[src/rtl/netctl_pkg.sv]
package netctl_pkg;
  localparam int REG_W    = 16;
  localparam int IDX_W    = 6;
  localparam int NUM_REGS = 1 << IDX_W;
  localparam int ACT_W    = 10;

  localparam int IDX_CMD    = 'h00;
  localparam int IDX_DCFG   = 'h01;
  localparam int IDX_RXCTL  = 'h02;
  localparam int IDX_TXCTL  = 'h03;
  localparam int IDX_IMASK  = 'h04;
  localparam int IDX_ISTAT  = 'h05;
  localparam int IDX_EOBC   = 'h13;
  localparam int IDX_PTR_LO = 'h15;
  localparam int IDX_PTR_HI = 'h18;
  localparam int IDX_CAMP_LO = 'h22;
  localparam int IDX_CAMP_HI = 'h24;
  localparam int IDX_REV    = 'h28;
  localparam int IDX_TAL_LO = 'h2C;
  localparam int IDX_TAL_HI = 'h2E;
  localparam int IDX_RSVD   = 'h2F;
  localparam int IDX_DCFG2  = 'h3F;

  localparam int BIT_RXDIS  = 2;
  localparam int BIT_RXEN   = 3;
  localparam int BIT_TSTOP  = 4;
  localparam int BIT_TSTART = 5;
  localparam int BIT_RESET  = 7;
  localparam int BIT_RDRES  = 8;
  localparam int ISR_RBE    = 5;

  localparam logic [REG_W-1:0] CMD_ACCEPT = 16'h03BF;
  localparam logic [REG_W-1:0] CMD_ENGINE = 16'h0303;
  localparam logic [REG_W-1:0] CMD_SRST_SET = 16'h0084;
  localparam logic [REG_W-1:0] CMD_RST_VAL = 16'h0094;
  localparam logic [REG_W-1:0] REV_VAL    = 16'h0004;

  typedef struct packed {
    logic             regWr;
    logic [IDX_W-1:0] regIdx;
    logic [REG_W-1:0] regData;
    logic             inReset;
  } regStrobe_t;

  function automatic bit isReadOnly(int idx);
    return (idx >= IDX_CAMP_LO && idx <= IDX_CAMP_HI) || idx == IDX_REV || idx == IDX_RSVD;
  endfunction

  function automatic logic [REG_W-1:0] roValue(int idx);
    return (idx == IDX_REV) ? REV_VAL : '0;
  endfunction

  function automatic bit isCfgOnly(int idx);
    return idx == IDX_DCFG || idx == IDX_DCFG2;
  endfunction

  function automatic logic [REG_W-1:0] writeMask(int idx);
    if (idx == IDX_DCFG)  return 16'hBFFF;
    if (idx == IDX_DCFG2) return 16'hF017;
    if (idx == IDX_TXCTL) return 16'hF000;
    if (idx == IDX_RXCTL) return 16'hFFE0;
    if (idx == IDX_IMASK) return 16'h7FFF;
    if (idx >= IDX_PTR_LO && idx <= IDX_PTR_HI) return 16'hFFFE;
    return 16'hFFFF;
  endfunction

  function automatic logic [REG_W-1:0] invertMask(int idx);
    return (idx >= IDX_TAL_LO && idx <= IDX_TAL_HI) ? 16'hFFFF : 16'h0000;
  endfunction

  function automatic logic [REG_W-1:0] resetValue(int idx);
    if (idx == IDX_RXCTL) return 16'h0020;
    if (idx == IDX_EOBC)  return 16'h02F8;
    return '0;
  endfunction
endpackage

[src/rtl/netctl_ctrl.sv]
module netctl_ctrl
  import netctl_pkg::*;
#(
  parameter int ADDR_W     = 7,
  parameter int ADDR_SHIFT = 1
) (
  input  logic                 clk,
  input  logic                 rstN,
  input  logic [ADDR_W-1:0]    busAddr,
  input  logic                 busWr,
  input  logic [REG_W-1:0]     busWdata,
  input  logic [ACT_W-1:0]     cmdDone,
  input  logic                 rbeCleared,
  output regStrobe_t           strobe,
  output logic [REG_W-1:0]     cmdReg,
  output logic [ACT_W-1:0]     cmdAct
);
  logic [ADDR_W-1:0] idxWide;
  logic [IDX_W-1:0]  regIdx;
  logic              cmdWr;
  logic              swallow;
  logic              accept;
  logic [REG_W-1:0]  accBits;
  logic [REG_W-1:0]  cmdNext;
  logic [ACT_W-1:0]  actNext;

  assign idxWide = busAddr >> ADDR_SHIFT;
  assign regIdx  = idxWide[IDX_W-1:0];

  always_comb begin
    cmdWr   = busWr && (regIdx == IDX_W'(IDX_CMD));
    swallow = cmdWr && cmdReg[BIT_RESET] && !busWdata[BIT_RESET];
    accept  = cmdWr && !swallow;
    accBits = busWdata & CMD_ACCEPT;
    cmdNext = cmdReg & ~({{(REG_W-ACT_W){1'b0}}, cmdDone} & CMD_ENGINE);
    if (swallow) begin
      cmdNext[BIT_RESET] = 1'b0;
    end else if (accept) begin
      cmdNext = cmdNext | accBits;
      if (accBits[BIT_RXDIS])  cmdNext[BIT_RXEN]   = 1'b0;
      if (accBits[BIT_RXEN])   cmdNext[BIT_RXDIS]  = 1'b0;
      if (accBits[BIT_TSTOP])  cmdNext[BIT_TSTART] = 1'b0;
      if (accBits[BIT_TSTART]) cmdNext[BIT_TSTOP]  = 1'b0;
      if (accBits[BIT_RESET]) begin
        cmdNext = (cmdNext & ~CMD_ENGINE) | CMD_SRST_SET;
      end
    end
    actNext = accept ? accBits[ACT_W-1:0] : '0;
    actNext[BIT_RDRES] = actNext[BIT_RDRES] | rbeCleared;
  end

  always_ff @(posedge clk or negedge rstN) begin
    if (!rstN) begin
      cmdReg <= CMD_RST_VAL;
      cmdAct <= '0;
    end else begin
      cmdReg <= cmdNext;
      cmdAct <= actNext;
    end
  end

  assign strobe.regWr   = busWr;
  assign strobe.regIdx  = regIdx;
  assign strobe.regData = busWdata;
  assign strobe.inReset = cmdReg[BIT_RESET];
endmodule

[src/rtl/netctl_dp.sv]
module netctl_dp
  import netctl_pkg::*;
(
  input  logic             clk,
  input  logic             rstN,
  input  regStrobe_t       strobe,
  input  logic [REG_W-1:0] cmdReg,
  input  logic [REG_W-1:0] isrSet,
  output logic [REG_W-1:0] rdData,
  output logic             rbeCleared,
  output logic             irq
);
  logic [REG_W-1:0] regQ [NUM_REGS];
  logic [REG_W-1:0] isrClr;

  assign isrClr = (strobe.regWr && strobe.regIdx == IDX_W'(IDX_ISTAT)) ? strobe.regData : '0;

  for (genvar g = 0; g < NUM_REGS; g++) begin : gReg
    if (g == IDX_CMD) begin : gCmd
      assign regQ[g] = cmdReg;
    end else if (isReadOnly(g)) begin : gRo
      assign regQ[g] = roValue(g);
    end else if (g == IDX_ISTAT) begin : gIsr
      logic [REG_W-1:0] q;
      always_ff @(posedge clk or negedge rstN) begin
        if (!rstN) q <= '0;
        else       q <= (q & ~isrClr) | isrSet;
      end
      assign regQ[g] = q;
    end else begin : gRw
      localparam logic [REG_W-1:0] RST_V  = resetValue(g);
      localparam logic [REG_W-1:0] MASK_V = writeMask(g);
      localparam logic [REG_W-1:0] INV_V  = invertMask(g);
      localparam bit               CFG_V  = isCfgOnly(g);
      logic [REG_W-1:0] q;
      logic             hit;
      assign hit = strobe.regWr && (strobe.regIdx == IDX_W'(g)) && (!CFG_V || strobe.inReset);
      always_ff @(posedge clk or negedge rstN) begin
        if (!rstN)    q <= RST_V;
        else if (hit) q <= (strobe.regData ^ INV_V) & MASK_V;
      end
      assign regQ[g] = q;
    end
  end

  assign rdData     = regQ[strobe.regIdx];
  assign rbeCleared = isrClr[ISR_RBE] & regQ[IDX_ISTAT][ISR_RBE];
  assign irq        = |(regQ[IDX_IMASK] & regQ[IDX_ISTAT]);
endmodule

[src/rtl/netctl_regs.sv]
module netctl_regs
  import netctl_pkg::*;
#(
  parameter int ADDR_W     = 7,
  parameter int ADDR_SHIFT = 1
) (
  input  logic              clk,
  input  logic              rstN,
  input  logic [ADDR_W-1:0] busAddr,
  input  logic              busWr,
  input  logic [15:0]       busWdata,
  output logic [15:0]       rdData,
  input  logic [9:0]        cmdDone,
  input  logic [15:0]       isrSet,
  output logic [9:0]        cmdAct,
  output logic              irq
);
  regStrobe_t       strobe;
  logic [REG_W-1:0] cmdReg;
  logic             rbeCleared;

  netctl_ctrl #(.ADDR_W(ADDR_W), .ADDR_SHIFT(ADDR_SHIFT)) u_ctrl (
    .clk(clk), .rstN(rstN), .busAddr(busAddr), .busWr(busWr),
    .busWdata(busWdata), .cmdDone(cmdDone), .rbeCleared(rbeCleared),
    .strobe(strobe), .cmdReg(cmdReg), .cmdAct(cmdAct)
  );

  netctl_dp u_dp (
    .clk(clk), .rstN(rstN), .strobe(strobe), .cmdReg(cmdReg),
    .isrSet(isrSet), .rdData(rdData), .rbeCleared(rbeCleared), .irq(irq)
  );
endmodule

[config.mk]
export PLATFORM = sky130hd
export DESIGN_NAME = netctl_regs
export DESIGN_NICKNAME = d
export VERILOG_FILES = /design/src/rtl/netctl_pkg.sv /design/src/rtl/netctl_ctrl.sv /design/src/rtl/netctl_dp.sv /design/src/rtl/netctl_regs.sv
export SDC_FILE = /design/constraint.sdc
export NUM_CORES = 1
export LEC_CHECK = 0
export BUFFER_PORTS_ARGS = -buffer_cell sky130_fd_sc_hd__buf_2
export CORE_MARGIN = 5
export CORE_UTILIZATION = 44
export DETAILED_ROUTE_END_ITERATION = 10
export SLEW_MARGIN = 15
export SYNTH_ARGS = -nofsm -noshare
export SYNTH_HDL_FRONTEND = slang
export SYNTH_SLANG_ARGS = --single-unit
[constraint.sdc]
create_clock -name clk -period 3.2 [get_ports clk]
set_clock_uncertainty 0.1 [all_clocks]
set_input_delay 0.16 -clock clk [delete_from_list [all_inputs] [get_ports clk]]
set_output_delay 0.16 -clock clk [all_outputs]
set_load 0.01 [all_outputs]
==> results of run 1 <==
-- path summary, 6_finish.rpt --
kind | cells past startpoint | slack (ps) | end
max in group asynchronous | 4 | 990 | u_dp.gReg[15].gRw.q[7]$_DFFE_PN0P_
setup reg to reg | 5 | 1570 | u_ctrl.cmdReg[2]$_DFFE_PN1P_
hold reg to reg | 2 | 380 | u_dp.gReg[45].gRw.q[4]$_DFFE_PN0P_
setup / recovery | 5 | 50 | rdData[10]
min in group asynchronous | 3 | 520 | u_dp.gReg[8].gRw.q[1]$_DFFE_PN0P_
hold / removal | 3 | -20 | u_dp.gReg[5].gIsr.q[12]$_DFF_PN0_
-- layer usage --
| layer | up-vias | global-route usage [%] |
|---|---|---|
| met1 | 14580 | 35.13 |
| met2 | 888 | 39.63 |
| met3 | 233 | 4.129 |
| met5 | - | 0 |
| met4 | 8 | 7.695 |
| li1 | 11080 | - |
-- area by class of cell --
cell class,instances,area (um^2),share of cell area [%]
inverters,7,26.28,0.05446
diodes,3,7.507,0.01556
clock buffers,151,2954,6.123
repair buffers,306,2645,5.483
multi-input cells,1725,17800,36.90
well taps,1265,1583,3.281
flip-flops and latches,915,22910,47.49
clock inverters,29,319.1,0.6613
-- power breakdown --
| part | internal, mW | leakage, nW | switching [mW] | total (mW) |
|---|---|---|---|---|
| combinational | 2.02 | 8.57 | 1.90 | 3.93 |
| clock | 6.75 | 1.63 | 4.73 | 11.5 |
| sequential | 13.0 | 12.1 | 0.739 | 13.8 |
| total | 21.8 | 22.3 | 7.37 | 29.2 |
-- registers in the layout (all words and copies together) (netlist names) --
signal,count
u_ctrl.cmdReg,9
u_dp.gReg.gRw.q,881
u_ctrl.cmdAct,9
u_dp.gReg.gIsr.q,16
-- metrics by stage --
| step | worst slack, ps | power, mW | hold WS (ps) |
|---|---|---|---|
| floorplan | 1206 | 16.31 | -235.6 |
| global placement | 104.1 | 17.59 | 84.40 |
| detailed placement | 118.0 | 17.88 | 91.07 |
| CTS | 36.77 | 29.39 | 6.288 |
| global route | 4.499 | 30.28 | 39.75 |
| finish | 53.41 | 29.19 | -16.13 |
-- what timing repair did --
action,4_1_cts,5_1_grt
gates resized for setup,0,4
endpoints found under the hold margin,517,0
setup endpoints to repair,0,3
buffers inserted,0,0
hold buffers,30,0
-- cells by family after synthesis --
group / share of synthesized area (%)
compound gates: 5.150
simple gates: 3.937
flops: 54.28
other cells: 0.008886
buf+inv: 3.629
mux: 32.99
-- placed cells by master (no fill, tap or decap), drive strengths merged, types with 4 or more instances in the layout --
cell,netlist,layout
dlygate4sd3,0,30
nor2b,12,12
o221ai,7,7
and3,8,8
nand2,156,156
bufinv,0,5
o2bb2ai,9,9
clkinv,1,24
mux2,864,864
a211oi,14,14
o31ai,10,10
and2,12,12
o21ai,79,79
dfstp,10,10
nand3,48,48
inv,6,7
dfrtp,905,905
clkbuf,128,151
buf,148,276
a32oi,7,7
mux2i,53,53
nor2,61,61
nor3,15,15
a31oi,4,4
o22ai,14,14
mux4,161,161
a2111oi,5,5
nand4,4,4
a21oi,35,35
a21o,16,16
a22oi,34,34
a32o,4,4
a221oi,30,30
nand2b,9,9
o211ai,7,7
a221o,4,4
a22o,10,10
-- worst max-delay path, delay by kind of cell (launching register included) --
family,cells,cell delay [ps]
muxes,1,570
DFF,1,390
AOI/OAI and AO/OA,3,1080
buffers and inverters,1,170
==> impl_metrics.csv, run 1 <==
group,metric,value,unit
run_status,outcome,"finished, violations left",
run_status,violations,"hold timing",
yosys,synthTopCellsByCount,"905 x dfrtp_1, 859 x mux2_2, 155 x nand2_1",
route,wl_met2,60.17,mm
global_route,grt_usage,24.80,%
finish,nNetsFinal,3105,
pwr,vdd_drop_max,432.4,uV
pwr,powerDensity,605.0,mW/mm^2
yosys,syn_avg_cell_area,14.44,um^2
finish,post-route-util,50.70,%
yosys,synth_top_area_share,53.66,%
global_route,antenna_found_initial,7,
route,routedWlPerCell,29.00,um
route,route.met3.wl,7.482,mm
clock_network,cts-root-buf,"clkbuf_16",
floorplan,start_util,44.35,%
critical_path,critPathCaptureType,"output port",
finish,final_area,0.04825,mm^2
critical_path,crit_path_start,"u_dp.gReg[5].gIsr.q[10]$_DFF_PN0_",
critical_path,required,2940,ps
placement,placed_cells,4188,
critical_path,path_max_fanout,3,
yosys,yosysMostFrequentCell,"dfrtp_1",
timing,fin_tns_setup,0,ps
timing,period_share,98.33,%
clock_network,cts_buffer_depth,3,
yosys,ys_ff_latch,915,
yosys,yosysSeqAreaShare,54.28,%
critical_path,worstPathCellList,"mux4_1 > a221oi_1 > o21ai_0 > a32o_1 > buf_2",
route,wl,127.6,mm
route,drt_pre_antenna_iters,5,
timing,timing.fmax,0.3178,GHz
global_route,grt_pass1_vias,28610,
yosys,netlist_area,0.04220,mm^2
route,drc,0,
placement,dp_hpwl,82.19,mm
route,ant_nets,0,
critical_path,slowest_stage,"mux4_1",
yosys,postSynth.asyncResetShare,100.0,%
placement,dpl_cell_area,0.04465,mm^2
timing,setup_viol,0,
critical_path,r2r-start,"u_ctrl.cmdReg[7]$_DFFE_PN1P_",
timing,max_slew_margin,19.91,%
yosys,yosysTopAreaCell,"dfrtp_1",
route,dr.max_layer_used,"met5",
critical_path,cp.arrival,2890,ps
floorplan,die-area,0.1022,mm^2
floorplan,fp.dieH,319.7,um
critical_path,critPathKind,"flop to output port",
timing,finalHoldViolCount,2,
yosys,synth_edf_count,0,
clock_network,cts_tree,"done",
finish,fillers,7984,
clock_network,cts_max_level,3,
clock_network,cts_buffers,98,
critical_path,worstSetupStartpointType,"flop",
finish,drive_gt1_share,48.01,%
global_route,grt_max_degree,109,
worst_hold_path,min_path_type,"primary input to flop",
floorplan,core.rowCount,113,
worst_hold_path,hp-start,"busWdata[12]",
critical_path,slowest_delay,570,ps
clock_network,clock_latency,680,ps
clock_network,clkSinkCount,915,
yosys,syn-num-nets,2975,
floorplan,die_w,319.7,um
yosys,synthFlopType,"dfrtp_1",
timing,min_period,3147,ps
finish,finalNonFillerCells,4401,
yosys,synth_area_leaders,"dfrtp_1 54%, mux2_2 23%, mux4_2 8.2%",
timing,whs,-16.13,ps
placement,finalWeightedCongestion,0.8601,
pwr,leakage,22.28,nW
timing,tightestPinTransition,1201,ps
timing,slew_viol_final,0,
floorplan,io_pins,79,
yosys,ys_warn_count,0,
clock_network,clk_pin_slew,60,ps
run,cap_viol_max_count,0,
global_route,grt_first_pass_wirelength,192.1,mm
route,met1Wirelength,55.83,mm
global_route,grt_overflow_total,0,
timing,rsz0062_at_grt,"false",
yosys,netlist_instances,2923,
route,via_count,26790,
placement,io_buffers,70,
finish,syn2layout_area_growth,14.32,%
yosys,synth_cell_type_count,73,
floorplan,core,0.09515,mm^2
route,drt-initial-drc-count,2250,
route,via_per_inst,6.087,
No activity file was read; power rests on OpenSTA's default activity.
==> inputs of run 2 (changes only) <==
CELL_PAD_IN_SITES_DETAIL_PLACEMENT = 1   (was default)
CELL_PAD_IN_SITES_GLOBAL_PLACEMENT = 2   (was default)
PLACE_DENSITY_LB_ADDON = 0.1   (was default)
clock period = 2.9 ns   (was 3.2 ns; I/O delays follow)
==> impl_metrics.csv, run 2 (synthesis gave the netlist of run 1 again) <==
group,metric,value,unit
clock_network,cts_buffer_depth,3,
placement,placed_cells,4256,
floorplan,core,0.09515,mm^2
floorplan,io_pins,79,
floorplan,fp.dieH,319.7,um
run_status,outcome,"finished, final reports clean",
clock_network,cts_max_level,3,
placement,dp_worst_setup_slack,-117.7,ps
clock_network,clkSinkCount,915,
route,drt_pre_antenna_iters,7,
finish,fillers,9127,
finish,regArea,0.02291,mm^2
finish,syn2layout_area_growth,17.06,%
run,cap_viol_max_count,0,
timing,max_slew_margin,19.60,%
clock_network,clk_pin_slew,60,ps
route,dr.max_layer_used,"met4",
finish,drive_gt1_share,50.33,%
route,routedWlPerCell,31.34,um
global_route,grt_pass1_vias,30180,
placement,dp_hpwl,91.55,mm
pwr,p_int,24.34,mW
worst_hold_path,hp-start,"busWdata[9]",
clock_network,cts_tree,"done",
critical_path,path_max_fanout,2,
floorplan,start_util,44.35,%
global_route,grt_overflow_total,0,
pwr,power.total,32.72,mW
finish,largest_reg_flops,881,
critical_path,r2r-start,"u_ctrl.cmdReg[7]$_DFFE_PN1P_",
timing,finalHoldViolCount,0,
finish,finalNonFillerCells,4473,
route,drc,0,
placement,finalWeightedCongestion,0.8357,
timing,rsz0062_at_grt,"true",
clock_network,clock_latency,680,ps
route,route.met3.wl,5.884,mm
pwr,power.switching,8.378,mW
timing,slew_viol_final,0,
critical_path,required,2650,ps
timing,setup_viol,0,
timing,period_share,99.15,%
floorplan,core.rowCount,113,
timing,finalWorstSetupSlack,24.73,ps
pwr,power_frac_comb,14.0,%
floorplan,die_w,319.7,um
route,wl,140.2,mm
route,via_count,27040,
timing,min_period,2875,ps
finish,largest_register,"u_dp.gReg.gRw.q",
pwr,leakage,22.75,nW
pwr,sw_frac_of_total,25.61,%
finish,post-route-util,51.92,%
global_route,antenna_found_initial,4,
floorplan,die-area,0.1022,mm^2
route,met1Wirelength,62.10,mm
global_route,grt_first_pass_wirelength,209.5,mm
critical_path,worstSetupStartpointType,"flop",
pwr,power_frac_seq,46.6,%
pwr,power_frac_clock,39.5,%
finish,top_regs,"u_dp.gReg.gRw.q: 881 flops, u_dp.gReg.gIsr.q: 16 flops",
finish,nNetsFinal,3178,
finish,final_area,0.04940,mm^2
worst_hold_path,min_path_type,"primary input to flop",
timing,fin_tns_setup,0,ps
pwr,vdd_drop_max,485.8,uV
placement,io_buffers,70,
clock_network,cts-root-buf,"clkbuf_16",
route,via_per_inst,6.045,
timing,timing.fmax,0.3478,GHz
finish,final_cell_mix,"905 x dfrtp_1, 859 x mux2_2, 217 x buf_4, 155 x mux4_2, 154 x nand2_1",
critical_path,critPathKind,"flop to output port",
critical_path,cp.arrival,2630,ps
route,drt-initial-drc-count,1825,
finish,multi_input_area,0.01809,mm^2
timing,whs,50.46,ps
global_route,grt_usage,27.39,%
finish,layout_commonest_cell,"dfrtp_1",
route,wl_met2,68.14,mm
route,ant_nets,0,
pwr,powerDensity,662.3,mW/mm^2
clock_network,cts_buffers,102,
critical_path,crit_path_start,"u_dp.gReg[55].gRw.q[4]$_DFFE_PN0P_",
placement,dpl_cell_area,0.04545,mm^2
timing,tightestPinTransition,1206,ps
global_route,grt_max_degree,96,
critical_path,critPathCaptureType,"output port",
-- run 2: cell count changes in the layout (fill, tap and decap cells not counted), moves of 6 or more --
cell      previous run  this run
clkbuf_1            25        31
buf_12              33        56
a22oi_2              0         7
a22oi_1             34        27
buf_4              175       217
-- run 2: critical path, stage by stage (launching register included) --
cell      delay (ps)
dfrtp_1          380
mux4_2           470
a22o_1           280
a211oi_1         400
o22ai_1          220
buf_2            190
-- run 2: per-layer routing --
layer / vias up / GRT usage (%)
met1: 14950 / 38.44
met3: 224 / 3.440
li1: 11220 / -
met5: - / 0
met4: 0 / 7.346
met2: 647 / 45.57
-- run 2: path summary, 6_finish.rpt --
check / endpoint / slack [ps] / depth (start not counted)
setup / recovery: rdData[4] / 20 / 5
hold / removal: u_dp.gReg[5].gIsr.q[9]$_DFF_PN0_ / 50 / 3
setup reg to reg: u_ctrl.cmdAct[8]$_DFF_PN0_ / 1190 / 5
hold reg to reg: u_dp.gReg[44].gRw.q[7]$_DFFE_PN0P_ / 380 / 2
max in group asynchronous: u_dp.gReg[8].gRw.q[6]$_DFFE_PN0P_ / 950 / 4
min in group asynchronous: u_dp.gReg[2].gRw.q[15]$_DFFE_PN0P_ / 540 / 3
-- run 2: layout make-up --
type | instances | share of cell area (%)
Multi-Input combinational cell | 1725 | 36.61
Timing Repair Buffer | 375 | 7.038
Tap cell | 1265 | 3.204
Clock inverter | 30 | 0.6762
Antenna cell | 1 | 0.005065
Sequential cell | 915 | 46.37
Clock buffer | 155 | 6.038
Inverter | 7 | 0.05318
-- run 2: power groups by stage --
stage | Clock [mW] | Combinational [mW] | Sequential [mW]
floorplan | 0 | 2.89 | 15.1
global placement | 0 | 4.29 | 15.2
detailed placement | 0 | 4.47 | 15.4
CTS | 13.2 | 4.58 | 15.2
global route | 13.8 | 4.92 | 15.4
finish | 12.9 | 4.57 | 15.2
-- run 2: repair_timing --
action | in CTS | in global routing
gates resized for setup | 49 | 22
pin swaps | 11 | 9
setup endpoints to repair | 16 | 9
endpoints found under the hold margin | 519 | 0
hold buffers | 31 | 0
buffers inserted | 2 | 2
